### src/rtl/dpot_pkg.sv
package dpot_pkg;

  typedef enum logic [2:0] {
    ST_IDLE,
    ST_SELECT,
    ST_SETDIR,
    ST_INC_LOW,
    ST_INC_HIGH,
    ST_PRE_REL,
    ST_RELEASE,
    ST_RECOVER
  } seq_state_e;

  function automatic int unsigned max2(int unsigned a, int unsigned b);
    return (a > b) ? a : b;
  endfunction

endpackage

### src/rtl/dpot_interval.sv
// Down-counting interval timer shared by all sequencer states.
module dpot_interval #(
  parameter int unsigned CNT_W = 8
) (
  input  logic             clk,
  input  logic             rst_n,
  input  logic             load,
  input  logic [CNT_W-1:0] load_val,
  output logic             expired
);
  logic [CNT_W-1:0] cnt_q;

  always_ff @(posedge clk or negedge rst_n) begin
    if (!rst_n)              cnt_q <= '0;
    else if (load)           cnt_q <= load_val;
    else if (cnt_q != '0)    cnt_q <= cnt_q - 1'b1;
  end

  assign expired = (cnt_q == '0);

  // a freshly loaded nonzero interval is never reported as over at once
  assert_load_hold_R7: assert property (@(posedge clk) disable iff (!rst_n)
    (load && load_val != '0) |=> !expired);
endmodule

### src/rtl/dpot_shadow_pos.sv
// Shadow of the device wiper counter, saturating at both ends.
module dpot_shadow_pos #(
  parameter int unsigned TAPS     = 32,
  parameter int unsigned INIT_POS = 0,
  localparam int unsigned POS_W   = $clog2(TAPS)
) (
  input  logic             clk,
  input  logic             rst_n,
  input  logic             step,
  input  logic             up,
  output logic [POS_W-1:0] pos
);
  localparam logic [POS_W-1:0] TOP = POS_W'(TAPS - 1);

  logic [POS_W-1:0] pos_q;

  always_ff @(posedge clk or negedge rst_n) begin
    if (!rst_n) pos_q <= POS_W'(INIT_POS);
    else if (step) begin
      if (up && pos_q != TOP)         pos_q <= pos_q + 1'b1;
      else if (!up && pos_q != '0)    pos_q <= pos_q - 1'b1;
    end
  end

  assign pos = pos_q;

  assert_top_sat_R4: assert property (@(posedge clk) disable iff (!rst_n)
    (step && up && pos == TOP) |=> pos == TOP);
  assert_bottom_sat_R4: assert property (@(posedge clk) disable iff (!rst_n)
    (step && !up && pos == '0) |=> pos == '0);
  assert_idle_hold_R4: assert property (@(posedge clk) disable iff (!rst_n)
    !step |=> $stable(pos));
endmodule

### src/rtl/dpot_step_ctrl.sv
module dpot_step_ctrl
  import dpot_pkg::*;
#(
  parameter int unsigned TAPS          = 32,
  parameter int unsigned INIT_POS      = 0,
  parameter int unsigned T_CS_SETUP    = 5,
  parameter int unsigned T_DIR_SETUP   = 145,
  parameter int unsigned T_INC_LOW     = 50,
  parameter int unsigned T_INC_HIGH    = 50,
  parameter int unsigned T_INC_TO_CS   = 50,
  parameter int unsigned T_REC_NOSTORE = 5,
  parameter int unsigned T_REC_STORE   = 500000,
  localparam int unsigned POS_W        = $clog2(TAPS)
) (
  input  logic             clk,
  input  logic             rst_n,
  input  logic             cmd_valid,
  output logic             cmd_ready,
  input  logic             cmd_up,
  input  logic [POS_W-1:0] cmd_steps,
  input  logic             cmd_store,
  output logic             pot_cs_n,
  output logic             pot_ud,
  output logic             pot_inc,
  output logic [POS_W-1:0] wiper_pos,
  output logic             done
);
  localparam int unsigned T_MAX = max2(max2(max2(T_CS_SETUP, T_DIR_SETUP), max2(T_INC_LOW, T_INC_HIGH)),
                                       max2(T_INC_TO_CS, max2(T_REC_NOSTORE, T_REC_STORE)));
  localparam int unsigned CNT_W = $clog2(T_MAX + 1);

  localparam logic [CNT_W-1:0] L_CS   = CNT_W'(T_CS_SETUP - 1);
  localparam logic [CNT_W-1:0] L_DIR  = CNT_W'(T_DIR_SETUP - 1);
  localparam logic [CNT_W-1:0] L_LOW  = CNT_W'(T_INC_LOW - 1);
  localparam logic [CNT_W-1:0] L_HIGH = CNT_W'(T_INC_HIGH - 1);
  localparam logic [CNT_W-1:0] L_REL  = CNT_W'(T_INC_TO_CS - 1);
  localparam logic [CNT_W-1:0] L_RNS  = CNT_W'(T_REC_NOSTORE - 1);
  localparam logic [CNT_W-1:0] L_RST  = CNT_W'(T_REC_STORE - 1);

  seq_state_e       state_q, state_d;
  logic             tmr_load, tmr_exp, step;
  logic [CNT_W-1:0] tmr_val;
  logic [POS_W-1:0] left_q;
  logic             dir_q, store_q, ud_q, done_q;
  logic             accept;

  assign accept = cmd_valid && cmd_ready;

  dpot_interval #(.CNT_W(CNT_W)) i_timer (
    .clk(clk), .rst_n(rst_n), .load(tmr_load), .load_val(tmr_val), .expired(tmr_exp)
  );

  dpot_shadow_pos #(.TAPS(TAPS), .INIT_POS(INIT_POS)) i_shadow (
    .clk(clk), .rst_n(rst_n), .step(step), .up(ud_q), .pos(wiper_pos)
  );

  always_comb begin
    state_d  = state_q;
    tmr_load = 1'b0;
    tmr_val  = '0;
    step     = 1'b0;
    unique case (state_q)
      ST_IDLE: if (accept) begin
        tmr_load = 1'b1;
        if (cmd_steps == '0 && !cmd_store) begin
          state_d = ST_RECOVER;
          tmr_val = L_RNS;
        end else begin
          state_d = ST_SELECT;
          tmr_val = L_CS;
        end
      end
      ST_SELECT: if (tmr_exp) begin
        state_d = ST_SETDIR; tmr_load = 1'b1; tmr_val = L_DIR;
      end
      ST_SETDIR: if (tmr_exp) begin
        tmr_load = 1'b1;
        if (left_q == '0) begin
          state_d = ST_PRE_REL; tmr_val = L_REL;
        end else begin
          state_d = ST_INC_LOW; tmr_val = L_LOW; step = 1'b1;
        end
      end
      ST_INC_LOW: if (tmr_exp) begin
        tmr_load = 1'b1;
        if (left_q == '0 && !store_q) begin
          state_d = ST_PRE_REL; tmr_val = L_REL;
        end else begin
          state_d = ST_INC_HIGH; tmr_val = L_HIGH;
        end
      end
      ST_INC_HIGH: if (tmr_exp) begin
        tmr_load = 1'b1;
        if (left_q != '0) begin
          state_d = ST_INC_LOW; tmr_val = L_LOW; step = 1'b1;
        end else begin
          state_d = ST_PRE_REL; tmr_val = L_REL;
        end
      end
      ST_PRE_REL: if (tmr_exp) state_d = ST_RELEASE;
      ST_RELEASE: begin
        state_d  = ST_RECOVER;
        tmr_load = 1'b1;
        tmr_val  = store_q ? L_RST : L_RNS;
      end
      ST_RECOVER: if (tmr_exp) state_d = ST_IDLE;
      default: state_d = ST_IDLE;
    endcase
  end

  always_ff @(posedge clk or negedge rst_n) begin
    if (!rst_n) begin
      state_q <= ST_IDLE;
      left_q  <= '0;
      dir_q   <= 1'b0;
      store_q <= 1'b0;
      ud_q    <= 1'b0;
      done_q  <= 1'b0;
    end else begin
      state_q <= state_d;
      done_q  <= (state_q == ST_RECOVER) && tmr_exp;
      if (accept) begin
        left_q  <= cmd_steps;
        dir_q   <= cmd_up;
        store_q <= cmd_store;
      end else if (step) begin
        left_q <= left_q - 1'b1;
      end
      if (state_q == ST_SELECT && tmr_exp) ud_q <= dir_q;
    end
  end

  assign cmd_ready = (state_q == ST_IDLE);
  assign pot_cs_n  = (state_q == ST_IDLE) || (state_q == ST_RELEASE) || (state_q == ST_RECOVER);
  assign pot_inc   = !((state_q == ST_INC_LOW) ||
                       (((state_q == ST_PRE_REL) || (state_q == ST_RELEASE)) && !store_q));
  assign pot_ud    = ud_q;
  assign done      = done_q;

  assert_idle_lines_R1: assert property (@(posedge clk) disable iff (!rst_n)
    cmd_ready |-> (pot_cs_n && pot_inc));
  assert_busy_no_ready_R2: assert property (@(posedge clk) disable iff (!rst_n)
    !pot_cs_n |-> !cmd_ready);
  assert_fall_selected_R3: assert property (@(posedge clk) disable iff (!rst_n)
    $fell(pot_inc) |-> !pot_cs_n);
  assert_fall_moves_R4: assert property (@(posedge clk) disable iff (!rst_n)
    $fell(pot_inc) |-> (wiper_pos != $past(wiper_pos) || wiper_pos == '0 ||
                        wiper_pos == POS_W'(TAPS - 1)));
  assert_release_stable_R5: assert property (@(posedge clk) disable iff (!rst_n)
    $rose(pot_cs_n) |-> $stable(pot_inc));
  assert_ud_quiet_R7: assert property (@(posedge clk) disable iff (!rst_n)
    !$stable(pot_ud) |-> pot_inc);
  assert_done_single_R8: assert property (@(posedge clk) disable iff (!rst_n)
    done |=> !done);
  assert_done_ready_R8: assert property (@(posedge clk) disable iff (!rst_n)
    done |-> cmd_ready);
endmodule

### config.mk
export PLATFORM = sky130hd
export DESIGN_NAME = dpot_step_ctrl
export DESIGN_NICKNAME = d
export VERILOG_FILES = /design/src/rtl/dpot_pkg.sv /design/src/rtl/dpot_interval.sv /design/src/rtl/dpot_shadow_pos.sv /design/src/rtl/dpot_step_ctrl.sv
export SDC_FILE = /design/constraint.sdc
export NUM_CORES = 1
export LEC_CHECK = 0
export BUFFER_PORTS_ARGS = -buffer_cell sky130_fd_sc_hd__clkbuf_2
export CAP_MARGIN = 15
export CORE_ASPECT_RATIO = 1.2
export CORE_UTILIZATION = 30
export CTS_CLUSTER_DIAMETER = 120
export DETAILED_ROUTE_END_ITERATION = 10
export PLACE_DENSITY = 0.56
export SLEW_MARGIN = 0
export SYNTH_ARGS = -nofsm -noshare
export SYNTH_HDL_FRONTEND = slang
export SYNTH_SLANG_ARGS = --single-unit
### constraint.sdc
create_clock -name clk -period 3.89 [get_ports clk]
set_input_delay 0.5835 -clock clk [delete_from_list [all_inputs] [get_ports clk]]
set_output_delay 0.5835 -clock clk [all_outputs]
set_load 0.01 [all_outputs]
==> results.md, run 1 <==
Synthesis:
- Among all flip-flop cells after synthesis, the most frequent one is sky130_fd_sc_hd__dfrtp_1.
- The share of synthesized registers carrying an async set or reset is 100%.
- The synthesized cell area is 2380 um2.
- In this run, synthesis produced a sequential element count of 36.
- The number of nets in the synthesized netlist is 288.
- Synthesis produced a netlist whose cell count is 272.
- By area the synthesized netlist is led by sky130_fd_sc_hd__dfrtp_1 38%, sky130_fd_sc_hd__nor2_1 5.0%, sky130_fd_sc_hd__mux2_2 4.7%.
- Of the synthesized area, sequential elements account for 37.8%.
- The synthesized design devotes to its leading area cell type 37.8% of total area.
- Counting flops with a built-in enable in the synthesized netlist gives 0.
- The number of different library cells used by synthesis comes to 53.
- For this run, the number of Yosys warnings is 0.
- The library cell with the largest summed area after synthesis is sky130_fd_sc_hd__dfrtp_1.
- A synthesized cell averages 8.77 um2.

Critical path:
- The signal on the critical path passes through inv_1 > ha_1 > or4b_2 > or4_4 > o31a_1 > a21oi_4 > a2111oi_0.
- STA classifies the critical path endpoint as a flop.
- STA classifies the critical path startpoint as a flop.
- At the worst endpoint, the required time is 4010 ps.
- The slowest stage of the critical path belongs to the cell sky130_fd_sc_hd__or4b_2.
- The arrival time of data at the critical path endpoint is 2950 ps.
- The type of the worst setup path is flop to flop.
- The worst stage delay on the critical path is 640 ps.
- In this run the worst path has a maximum fanout of 15.

Detailed routing:
- The total met2 wirelength after detailed routing is 2600 um.
- The routed length on met3 is 133 um.
- The average routed wire per standard cell is 14.6 um.
- The residual DRC count is 0.
- The count of nets left with antenna violations once routing finished came out at 0.
- The total detailed-routing wirelength is 5470 um.
- Across all layers, the routed design uses 2045 vias.
- The highest metal layer with signal wires is met4.
- The DRC violation total after the first TritonRoute iteration is 172.
- For this run, the detailed router's first-pass iteration total came to 4.
- In the final routing, the length of wire on met1 measures 2610 um.
- The detailed-route vias per instance is 5.44.

Pwr:
- The analysis attributes to cell leakage a power of 1.06 nW.
- In this run the power density over the cells is 365 nW/um2.
- The highest ir drop seen on vdd is 0.163 mV.

Cells and area:
- The finished layout holds 376 standard cells, fillers aside.
- Relative to the synthesized area, the layout overhead comes to 10.9%.
- The proportion of layout cells with a drive suffix above 1 is 16.9%.
- At the end of the flow, the number of nets in the layout was 299.
- For this run, the share of the core covered by cells in the final layout is 34.3%.
- 0 antenna diodes ended up in the layout.

CTS:
- The number of hold buffers added after CTS was 0.
- Counting every sink on the clock net gives 36.
- CTS built an H-tree with a depth of 2.
- The maximum number of buffers from clock root to sink is 2.
- The root buffer selected by CTS is sky130_fd_sc_hd__clkbuf_8.
- The clock latency reported for the late side of the worst-skew pair is 290 ps.
- Gates resized during post-CTS repair numbered 0.
- The CTS tree is built.
- Clock tree synthesis inserted a total of 5 buffers.
- Buffers added to address setup during post-CTS repair amount to 0.
- The clock transition at the registers of the reported paths is 70 ps.

Global routing:
- For this run the aggregate overflow at the end of global routing stands at 0.
- The number of global-route vias before repair is 1989.
- The first-pass GRT wire length is 9520 um.
- The global router's overall resource usage is 14.0%.
- The number of antenna violations at the first check in global routing is 0.
- The pin count of the biggest net entering global routing is 37.

Timing:
- The max-slew violation count is 0.
- Setup repair after global routing left no endpoint under its margin.
- The final number of setup-violating endpoints is 0.
- The final hold slack is 420 ps.
- The final critical path takes up 72.8% of the cycle.
- After layout, the minimum clock period comes to 2830 ps.
- The worst pin sits at a relative slew slack of 38.4%.
- Adding up every negative setup slack in the final design gives 0 ps.
- At the pin with the least slew margin, the transition time is 924 ps.
- The final count of hold timing violations came to 0.
- The clock arrives with 3.69 ps of skew.
- The maximum achievable frequency is 353 MHz.
- Once routing completed, OpenROAD measured the worst setup slack at 1060 ps.

Die:
- The placement row count is 35.
- The area enclosed by the die boundary is 8310 um2.
- For this configuration, the core starts out at a cell density of 30.9%.
- The die is 99.7 um tall.
- After floorplanning, the core was sized to cover 7710 um2.
- From left edge to right edge, the die measures 83.4 um.
- The number of ports placed on the die boundary is 20.

Hold path:
- The path class of the tightest hold or removal check is input port to asynchronous set/reset pin.

Outcome:
- The run finished with clean final reports.

Placement:
- The instance count after placement with tap cells included is 368.
- Prior to clock tree synthesis, the placed netlist has a worst setup slack of 1070 ps.
- Input and output buffers added on the ports amount to 19.
- The weighted congestion reported at the end of routability-driven placement is 0.795.
- Detailed placement ended at an HPWL of 3950 um.

Run:
- The tool flagged a number of max-cap violations equal to 0.
## sequential cells by signal (all words and copies together), names as in the netlist
register	flops
i_timer.cnt_q	19
i_shadow.pos	5
left_q	5
state_q	3
dir_q	1
done	1
pot_ud	1
store_q	1
## per-stage QoR
step / cell area [um2] / power (W)
floorplan: 2380 / 0.000598
global placement: 2540 / 0.000644
detailed placement: 2540 / 0.000645
CTS: 2650 / 0.000972
global route: 2650 / 0.00102
finish: 2650 / 0.000966
## final timing paths
path / startpoint / endpoint / slack (ps) / cells past startpoint
worst min-delay path: rst_n / done / 420 / 1
worst max register to register: i_timer.cnt_q[0] / i_timer.cnt_q[17] / 1060 / 7
worst max-delay path: i_timer.cnt_q[0] / i_timer.cnt_q[17] / 1060 / 7
worst min register to register: dir_q / pot_ud / 520 / 1
min in group clk: dir_q / pot_ud / 520 / 1
max in group asynchronous: rst_n / left_q[3] / 2890 / 1
## cell type report
cell class              instances  area, um2
inverters                      10       37.5
well taps                      92        115
multi-input cells             209       1370
clock buffers                   6       72.6
clock inverters                 2       35.0
fillers                       798       5060
flip-flops and latches         36        901
repair buffers                 21        110
## Yosys cell counts (6+ instances only)
cell / count
sky130_fd_sc_hd__dfrtp_1: 36
sky130_fd_sc_hd__nor2_1: 32
sky130_fd_sc_hd__nand2_1: 19
sky130_fd_sc_hd__a21oi_1: 16
sky130_fd_sc_hd__nor3_1: 15
sky130_fd_sc_hd__clkbuf_1: 14
sky130_fd_sc_hd__xor2_1: 12
sky130_fd_sc_hd__inv_1: 10
sky130_fd_sc_hd__mux2_2: 10
sky130_fd_sc_hd__xnor2_1: 9
sky130_fd_sc_hd__o31ai_1: 8
sky130_fd_sc_hd__ha_1: 6
sky130_fd_sc_hd__o21ai_0: 6
## worst max-delay path: cells and delay by family (launching register included)
kind | cells | cell delay (ps)
and+or+nand+nor | 2 | 1110
adders and majority gates | 1 | 160
buffers and inverters | 1 | 130
AOI/OAI and AO/OA | 3 | 840
DFF | 1 | 420
## metal layers
layer  up-vias  GRT usage, %
met5         -             0
met4         0          6.23
met3        10          1.74
met2        42          23.0
met1       978          18.4
li1       1015             -
## power breakdown
group,internal (W),switching (W),leakage (nW)
registers,0.000424,0.0000543,0.439
clock network,0.000190,0.000136,0.0552
logic,0.0000769,0.0000846,0.563
total,0.000692,0.000275,1.06
## kinds of logic after synthesis
family	synth area share, %
buffers and inverters	4.62
flip-flops	37.8
adder cells (fa/ha/maj)	3.15
XOR/XNOR	7.71
AND/OR/NAND/NOR	23.1
multiplexers	5.56
AO/OA/AOI/OAI	18.1
## cell usage in the layout (no fill, tap or decap), types with 5 or more instances in the layout
cell type / instances
sky130_fd_sc_hd__nand3_1: 5
sky130_fd_sc_hd__xnor2_1: 9
sky130_fd_sc_hd__clkbuf_2: 19
sky130_fd_sc_hd__dfrtp_1: 36
sky130_fd_sc_hd__ha_1: 6
sky130_fd_sc_hd__a31oi_1: 5
sky130_fd_sc_hd__o31ai_1: 8
sky130_fd_sc_hd__nor4_1: 5
sky130_fd_sc_hd__clkbuf_8: 5
sky130_fd_sc_hd__nand2_1: 19
sky130_fd_sc_hd__nor2_1: 32
sky130_fd_sc_hd__nand4_1: 5
sky130_fd_sc_hd__o21ai_0: 6
sky130_fd_sc_hd__a21oi_1: 16
sky130_fd_sc_hd__nor3_1: 15
sky130_fd_sc_hd__mux2_2: 10
sky130_fd_sc_hd__inv_1: 10
sky130_fd_sc_hd__xor2_1: 12
(Power assumes the default switching activity.)
==> run 2, diff against run 1 <==
PLACE_DENSITY = 0.57   (was 0.56)
clock period = 2.6 ns   (was 3.89 ns; I/O delays follow)
==> results.md, run 2 (synthesis results as in run 1) <==
Outcome:
- The run finished with clean final reports.

Critical path:
- The critical path startpoint category is a flop.
- By startpoint and endpoint, the worst setup path is classified as flop to flop.
- The arrival time of data at the critical path endpoint is 2630 ps (-320 ps).
- The largest driver fanout on the critical path was 5 (-10).
- The worst stage delay on the critical path is 630 ps (about the same).
- The kind of cell with the highest combined delay along the critical path is simple AND/OR/NAND/NOR gates.
- The critical path goes through or4_1 > or4_4 > o31a_1 > a21oi_4 > buf_4 > o311ai_0.
- The worst endpoint required time is 2760 ps (-1250 ps).
- The number of buffers and inverters on the critical path is 1 (unchanged).
- For this design, the slowest cell found on the critical path is sky130_fd_sc_hd__or4_1.
- The endpoint type of the worst setup path is a flop.

CTS:
- The TritonCTS buffer count was 5 (unchanged).
- The clock sink count is 36 (unchanged).
- The number of levels the H-tree was split into is 2 (unchanged).
- The clock transition at the registers of the reported paths came to 80 ps (about the same).
- The number of hold-repair buffers added at the cts stage is 0 (unchanged).
- The root buffer selected by CTS is sky130_fd_sc_hd__clkbuf_8.
- The number of setup buffers added after CTS was 0 (unchanged).
- TritonCTS built the clock tree.
- The maximum number of buffers from clock root to sink is 2 (unchanged).
- The clock latency reported for the late side of the worst-skew pair is 290 ps (about the same).

Detailed routing:
- The detailed-route vias per instance is 5.30 (-2.6%).
- The detailed-routing iteration count for the pre-antenna-repair pass was 4 (unchanged).
- The post-route met1 wirelength is 2590 um (-0.96%).
- The detailed-route via count is 2124 (+3.9%).
- The remaining antenna violation count is 0 (unchanged).
- The routed length on met3 is 116 um (-13%).
- The DRC violation total after the first TritonRoute iteration is 154 (-10%).
- The total met2 wirelength after detailed routing is 2940 um (+13%).
- The total detailed-routing wirelength was 5770 um (+5.4%).
- The highest metal layer with signal wires is met4.
- The average routed wire per standard cell came to 14.4 um (-1.2%).
- The residual DRC count is 0 (unchanged).

Pwr:
- The static leakage power is 1.18 nW (+12%).
- The share of power burned in the clock network is 33.9% (+0.2 points).
- The power density over the cells is 513 nW/um2 (+40%).
- The design internal power is 0.00104 W (+51%).
- The highest ir drop seen on vdd is 0.199 mV (+22%).
- The net switching power figure came to 0.000416 W (+51%).
- The sequential group share of total power is 48.8% (-0.7 points).
- The switching power share of the total is 28.5% (+0.095 points).
- The logic gate share of total power is 17.3% (+0.6 points).
- The overall power after layout is 0.00146 W (+51%).

Timing:
- The final number of setup-violating endpoints is 0 (unchanged).
- The maximum achievable frequency is 404 MHz (+14%).
- The period utilization is 95.1% (+22 points).
- The final count of hold timing violations came to 0 (unchanged).
- The max-slew violation count was 0 (unchanged).
- Setup repair after global routing left no endpoint under its margin.
- The final hold slack is 208 ps (-212 ps).
- The final critical-path required period was 2470 ps (-358 ps).
- The worst clock skew on the final layout is 5.64 ps (+1.95 ps).
- The worst slew slack as a fraction of its limit came to 39.8% (+1.4 points).
- The total negative setup slack is 0 ps (unchanged).
- The slew at the pin closest to its max-slew limit is 903 ps (-21.0 ps).

Die:
- The number of ports placed on the die boundary is 20 (unchanged).
- The starting density of the core is 30.9% (unchanged).
- The core region area came to 7710 um2 (unchanged).
- The die extent in y is 99.7 um (unchanged).
- The area enclosed by the die boundary is 8310 um2 (unchanged).
- The placement row count is 35 (unchanged).
- The die boundary width is 83.4 um (unchanged).

Global routing:
- The number of antenna violations at the first check in global routing is 0 (unchanged).
- The number of global-route vias before repair was 2083 (+4.7%).
- The first-pass GRT wire length is 9960 um (+4.6%).
- The total grt overflow came to 0 (unchanged).
- The global router's overall resource usage is 14.8% (+0.83 points).
- The pin count of the biggest net entering global routing is 37 (unchanged).

Placement:
- The half-perimeter wire length after placement is 4390 um (+11%).
- The count of buffers inserted at the top-level ports is 19 (unchanged).
- The weighted congestion reported at the end of routability-driven placement is 0.835 (+5.0%).
- The area after detailed placement is 2730 um2 (+7.4%).

Cells and area:
- Ranked by flip-flop count, first place goes to i_timer.cnt_q.
- The number of nets in the layout is 324 (+8.4%).
- The post-route cell area is 2840 um2 (+7.5%).
- The number of antenna diodes is 0 (unchanged).
- Leaving out fill and tap cells, the most frequent cell in the layout is sky130_fd_sc_hd__dfrtp_1.
- The area of the multi-input gates came to 1380 um2 (+0.27%).
- In the layout the commonest cells are 36 x sky130_fd_sc_hd__dfrtp_1, 32 x sky130_fd_sc_hd__nor2_1, 26 x sky130_fd_sc_hd__buf_4, 19 x sky130_fd_sc_hd__nand2_1, 19 x sky130_fd_sc_hd__clkbuf_2.
- The proportion of layout cells with a drive suffix above 1 is 23.9% (+7.0 points).
- The register cell area after layout was 901 um2 (unchanged).
- The number of filler cells placed in the layout is 820 (+2.8%).
- The flip-flop count of the largest register, all copies and words added is 19 (unchanged).
- The post-synthesis to final-layout area growth is 19.3%.

Hold path:
- The worst hold-check path type is input port to asynchronous set/reset pin.

Run:
- The number of max-capacitance violations reported is 0 (unchanged).
## run 2: cell count changes in the layout (fill, tap and decap cells not counted), sizes merged
cell / delta
clkinvlp: +1
buf: +25
clkbuf: -1
## run 2: repair_timing
| action | in CTS | in global routing |
|---|---|---|
| setup endpoints to repair | 0 | 9 |
| hold endpoints to repair | 0 | 0 |
| gates resized for setup | 0 | 3 |
## run 2: worst paths after layout
check / startpoint / endpoint / slack, ps / cells after the start
setup / recovery: i_timer.cnt_q[11] / i_timer.cnt_q[0] / 130 / 6
hold / removal: rst_n / i_timer.cnt_q[5] / 210 / 1
setup reg to reg: i_timer.cnt_q[11] / i_timer.cnt_q[0] / 130 / 6
hold reg to reg: dir_q / pot_ud / 510 / 1
max in group asynchronous: rst_n / i_shadow.pos[4] / 1820 / 1
min in group clk: cmd_up / dir_q / 330 / 2
## run 2: metal layers
metal / vias to the layer above / global-route usage [%]
li1: 1062 / -
met1: 1019 / 18.2
met2: 32 / 25.7
met3: 11 / 1.99
met4: 0 / 6.63
met5: - / 0
## run 2: layout make-up
| class | count | area share, % |
|---|---|---|
| Timing Repair Buffer | 46 | 10.6 |
| Multi-Input combinational cell | 209 | 48.4 |
| Clock inverter | 3 | 1.50 |
| Tap cell | 92 | 4.05 |
| Clock buffer | 5 | 2.42 |
| Sequential cell | 36 | 31.7 |
| Inverter | 10 | 1.32 |
## run 2: power by group through the flow
stage	logic, W	clock network [W]	registers (W)
floorplan	0.000191	0	0.000704
global route	0.000286	0.000536	0.000723
detailed placement	0.000252	0	0.000723
CTS	0.000253	0.000506	0.000712
finish	0.000252	0.000495	0.000712
global placement	0.000248	0	0.000721
## run 2: through the flow
stage / std cells / utilization (%) / worst slack [ps]
3_3_place_gp: 393 / 35.4 / 118
5_1_grt: 401 / 36.9 / 13.1
2_1_floorplan: 272 / - / 97.6
6_report: 401 / 36.9 / 127
3_5_place_dp: 393 / 35.4 / 54.7
4_1_cts: 401 / 36.8 / 43.0
==> run 3, diff against run 2 <==
SYNTH_HIERARCHICAL = 1   (was not set)
==> results.md, run 3 <==
Outcome:
- The flow ran to the end, but the final reports show violations.
- The final reports fail on setup timing.

Global routing:
- The global-route track usage on met1 came to 19.0% (+0.74 points).
- The number of global-route vias before repair is 2175 (+4.4%).
- The pin count of the biggest net entering global routing is 37 (unchanged).
- The global router's overall resource usage is 15.7% (+0.88 points).
- The global routing stage identified its most utilized layer as met2.
- The global routing usage on met2 was 27.3% (+1.6 points).
- The first-pass GRT wire length is 9860 um (-1.0%).
- The total grt overflow is 0 (unchanged).
- The number of antenna violations at the first check in global routing came to 0 (unchanged).
- The global routing usage on met3 is 2.80% (+0.81 points).

CTS:
- TritonCTS built the clock tree.
- The clock transition at the registers of the reported paths is 70 ps (about the same).
- The TritonCTS buffer count is 5 (unchanged).
- The number of hold-repair buffers added at the cts stage is 0 (unchanged).
- The clock latency reported for the late side of the worst-skew pair came to 290 ps (about the same).
- The maximum number of buffers from clock root to sink is 2 (unchanged).
- The number of levels the H-tree was split into is 2 (unchanged).
- The root buffer selected by CTS is sky130_fd_sc_hd__clkbuf_8.
- The clock sink count came to 36 (unchanged).

Cells and area:
- The number of antenna diodes is 0 (unchanged).
- The post-route non-filler standard cell count is 423 (+5.5%).
- The largest register by flop count is i_timer/cnt_q.
- The number of filler cells placed in the layout is 740 (-9.8%).
- The post-synthesis to final-layout area growth is 33.8%.
- The number of nets in the layout was 347 (+7.1%).
- The post-route cell area came to 3080 um2 (+8.3%).
- The most common cell after layout, fill and taps aside is sky130_fd_sc_hd__buf_4.
- The library cells used most frequently in the layout, excluding fill and tap cells, are 42 x sky130_fd_sc_hd__buf_4, 36 x sky130_fd_sc_hd__dfrtp_1, 28 x sky130_fd_sc_hd__nand2_1, 19 x sky130_fd_sc_hd__clkbuf_2, 18 x sky130_fd_sc_hd__nor2_1.
- The flip-flop count of the largest register, all copies and words added came to 19 (unchanged).
- The proportion of layout cells with a drive suffix above 1 was 35.1% (+11 points).

Critical path:
- The logic depth of the worst register-to-register path is 8 (+2).
- The worst endpoint required time was 2770 ps (about the same).
- Traced cell by cell, the critical path runs through or4_4 > or4b_4 > nor2_4 > or4b_4 > inv_2 > inv_2 > a221o_2 > mux2_1.
- The worst setup path is of the flop to flop kind.
- The slowest stage of the critical path belongs to the cell sky130_fd_sc_hd__or4_4.
- The arrival time of data at the critical path endpoint is 3120 ps (+490 ps).
- The worst register-to-register path begins at i_timer/cnt_q[17].
- The critical path's top delay family is simple AND/OR/NAND/NOR gates.
- The worst stage delay on the critical path came to 550 ps (-80 ps).
- The critical path startpoint category is a flop.
- The capture point of the worst reg-to-reg path is i_shadow/pos[3].
- The endpoint type of the worst setup path is a flop.
- The largest driver fanout on the critical path is 5 (unchanged).
- The worst reg-to-reg setup slack is -350 ps (-480 ps).
- The number of buffers and inverters on the critical path came to 2 (+1).

Synthesis:
- The number of enable-type register cells in the synthesized netlist was 0 (unchanged).
- The proportion of synthesized chip area in sequential cells is 39.2% (+1.4 points).
- The share of the synthesized area in the top cell type is 39.2% (+1.4 points).
- The total number of yosys warnings is 6 (+6).
- The most instantiated library cell after synthesis is sky130_fd_sc_hd__dfrtp_1.
- The library cell with the largest summed area after synthesis is sky130_fd_sc_hd__dfrtp_1.
- The synthesized cell area is 2300 um2 (-3.5%).
- The number of unique standard cell types used by synthesis is 56 (+5.7%).
- Counting instances in the post-synthesis netlist gives the leading cell types as 36 x sky130_fd_sc_hd__dfrtp_1, 32 x sky130_fd_sc_hd__nand2_1, 18 x sky130_fd_sc_hd__nor2_1.
- The synthesized area divided by synthesized cell count is 8.68 um2 (-0.97%).
- In the post-synthesis netlist, the biggest area contributors are sky130_fd_sc_hd__dfrtp_1 39%, sky130_fd_sc_hd__nand2_1 5.2%, sky130_fd_sc_hd__xor2_1 3.8%.
- The synthesized instance count is 265 (-2.6%).
- The top flip-flop cell by instance count after synthesis is sky130_fd_sc_hd__dfrtp_1.
- The flip-flop and latch count after synthesis is 36 (unchanged).
- The share of synthesized registers carrying an async set or reset is 100% (unchanged).

Placement:
- The weighted congestion reported at the end of routability-driven placement came to 0.817 (-2.1%).
- The half-perimeter wire length after placement is 3940 um (-10%).
- The instance count after placement with tap cells included came to 403 (+2.5%).
- The area after detailed placement is 2760 um2 (+1.4%).
- The count of buffers inserted at the top-level ports is 19 (unchanged).

Die:
- The die extent in y came to 97.9 um (-1.7%).
- The number of ports placed on the die boundary is 20 (unchanged).
- The die boundary width is 81.9 um (-1.7%).
- The core region area was 7320 um2 (-5.1%).
- The area enclosed by the die boundary was 8030 um2 (-3.4%).
- The placement row count was 34 (-2.9%).
- The starting density of the core is 31.4% (+0.51 points).

Timing:
- The worst slew slack as a fraction of its limit is 36.5% (-3.2 points).
- Setup repair after global routing could not meet its margin everywhere.
- The final count of hold timing violations is 0 (unchanged).
- The maximum achievable frequency is 339 MHz (-16%).
- The final number of setup-violating endpoints is 23 (+23).
- The final worst-path setup slack is -349 ps (-476 ps).
- The worst clock skew on the final layout is 1.83 ps (-3.82 ps).
- The total negative setup slack is -2840 ps (-2840 ps).
- The final critical-path required period is 2950 ps (+476 ps).
- The final hold slack is 243 ps (+35.1 ps).
- The slew at the pin closest to its max-slew limit is 952 ps (+48.3 ps).
- The period utilization is 113% (+18 points).
- The max-slew violation count is 0 (unchanged).

Pwr:
- The overall power after layout is 0.00290 W (+99%).
- The power density over the cells came to 943 nW/um2 (+84%).
- The static leakage power is 1.36 nW (+15%).
- The highest ir drop seen on vdd came to 0.488 mV (+150%).

Detailed routing:
- The detailed-routing iteration count for the pre-antenna-repair pass was 4 (unchanged).
- The residual DRC count is 0 (unchanged).
- The DRC violation total after the first TritonRoute iteration is 83 (-46%).
- The average routed wire per standard cell was 13.5 um (-6.0%).
- The detailed-route via count is 2175 (+2.4%).
- The total detailed-routing wirelength is 5720 um (-0.87%).
- The remaining antenna violation count is 0 (unchanged).
- The detailed-route vias per instance came to 5.14 (-2.9%).

Run:
- The number of max-capacitance violations reported was 0 (unchanged).

Hold path:
- The min-delay analysis places its worst path in the category input port to asynchronous set/reset pin.
## run 3: changes by cell type after synthesis, sizes merged, moves of 3 or more
cell	delta
nand3	+12
nand4	-3
mux2	-5
nor2	-12
nor2b	+3
a21oi	-10
clkbuf	-5
o21ai	+13
nor4	+5
or4b	+3
a31oi	-4
nand2	+14
or2	-4
nor3	-9
## run 3: worst max-delay path by stage
| stage | start | end | depth (start not counted) |
|---|---|---|---|
| floorplan | i_timer/cnt_q[14] | i_shadow/pos[1] | 11 |
| global placement | i_timer/cnt_q[17] | i_shadow/pos[3] | 8 |
| detailed placement | i_timer/cnt_q[17] | i_shadow/pos[3] | 8 |
| CTS | i_timer/cnt_q[17] | i_shadow/pos[3] | 8 |
| global route | i_timer/cnt_q[17] | i_shadow/pos[4] | 9 |
| finish | i_timer/cnt_q[17] | i_shadow/pos[3] | 8 |
## run 3: power breakdown
part	total (W)	internal (W)	switching (W)
Sequential	0.000942	0.000772	0.000170
Clock	0.000386	0.000182	0.000204
Combinational	0.00158	0.000764	0.000811
Total	0.00290	0.00172	0.00119
## run 3: area by class of cell
type                    count  area [um2]  share of cell area, %
multi-input cells         210        1440                   46.8
well taps                  90         113                   3.66
clock inverters             1        5.00                  0.163
flip-flops and latches     36         901                   29.3
inverters                  12        45.0                   1.46
clock buffers               6        72.6                   2.36
repair buffers             68         502                   16.3
## run 3: kinds of logic after synthesis
kind of cell / share of synthesized area (%)
adders and majority gates: 2.18
other: 0.163
AOI/OAI and AO/OA: 17.7
muxes: 2.45
and+or+nand+nor: 27.0
xor gates and xnor gates: 7.23
DFF: 39.2
buffers and inverters: 4.08
## run 3: through the flow
stage,utilization (%),setup slack [ps]
floorplan,-,-697
global placement,37.8,-383
detailed placement,37.8,-421
CTS,40.0,-346
global route,42.1,-453
finish,42.1,-349
## run 3: repair_timing
item / in CTS / in global routing
pin swaps: 4 / 9
buffers inserted: 6 / 9
resized for setup: 10 / 34
endpoints found under the setup margin: 31 / 32
## run 3: layer usage
layer | up-vias | wire length, um
met4 | 0 | 84
met1 | 1050 | 2440
li1 | 1087 | -
met2 | 31 | 3040
met5 | - | 0
met3 | 7 | 151
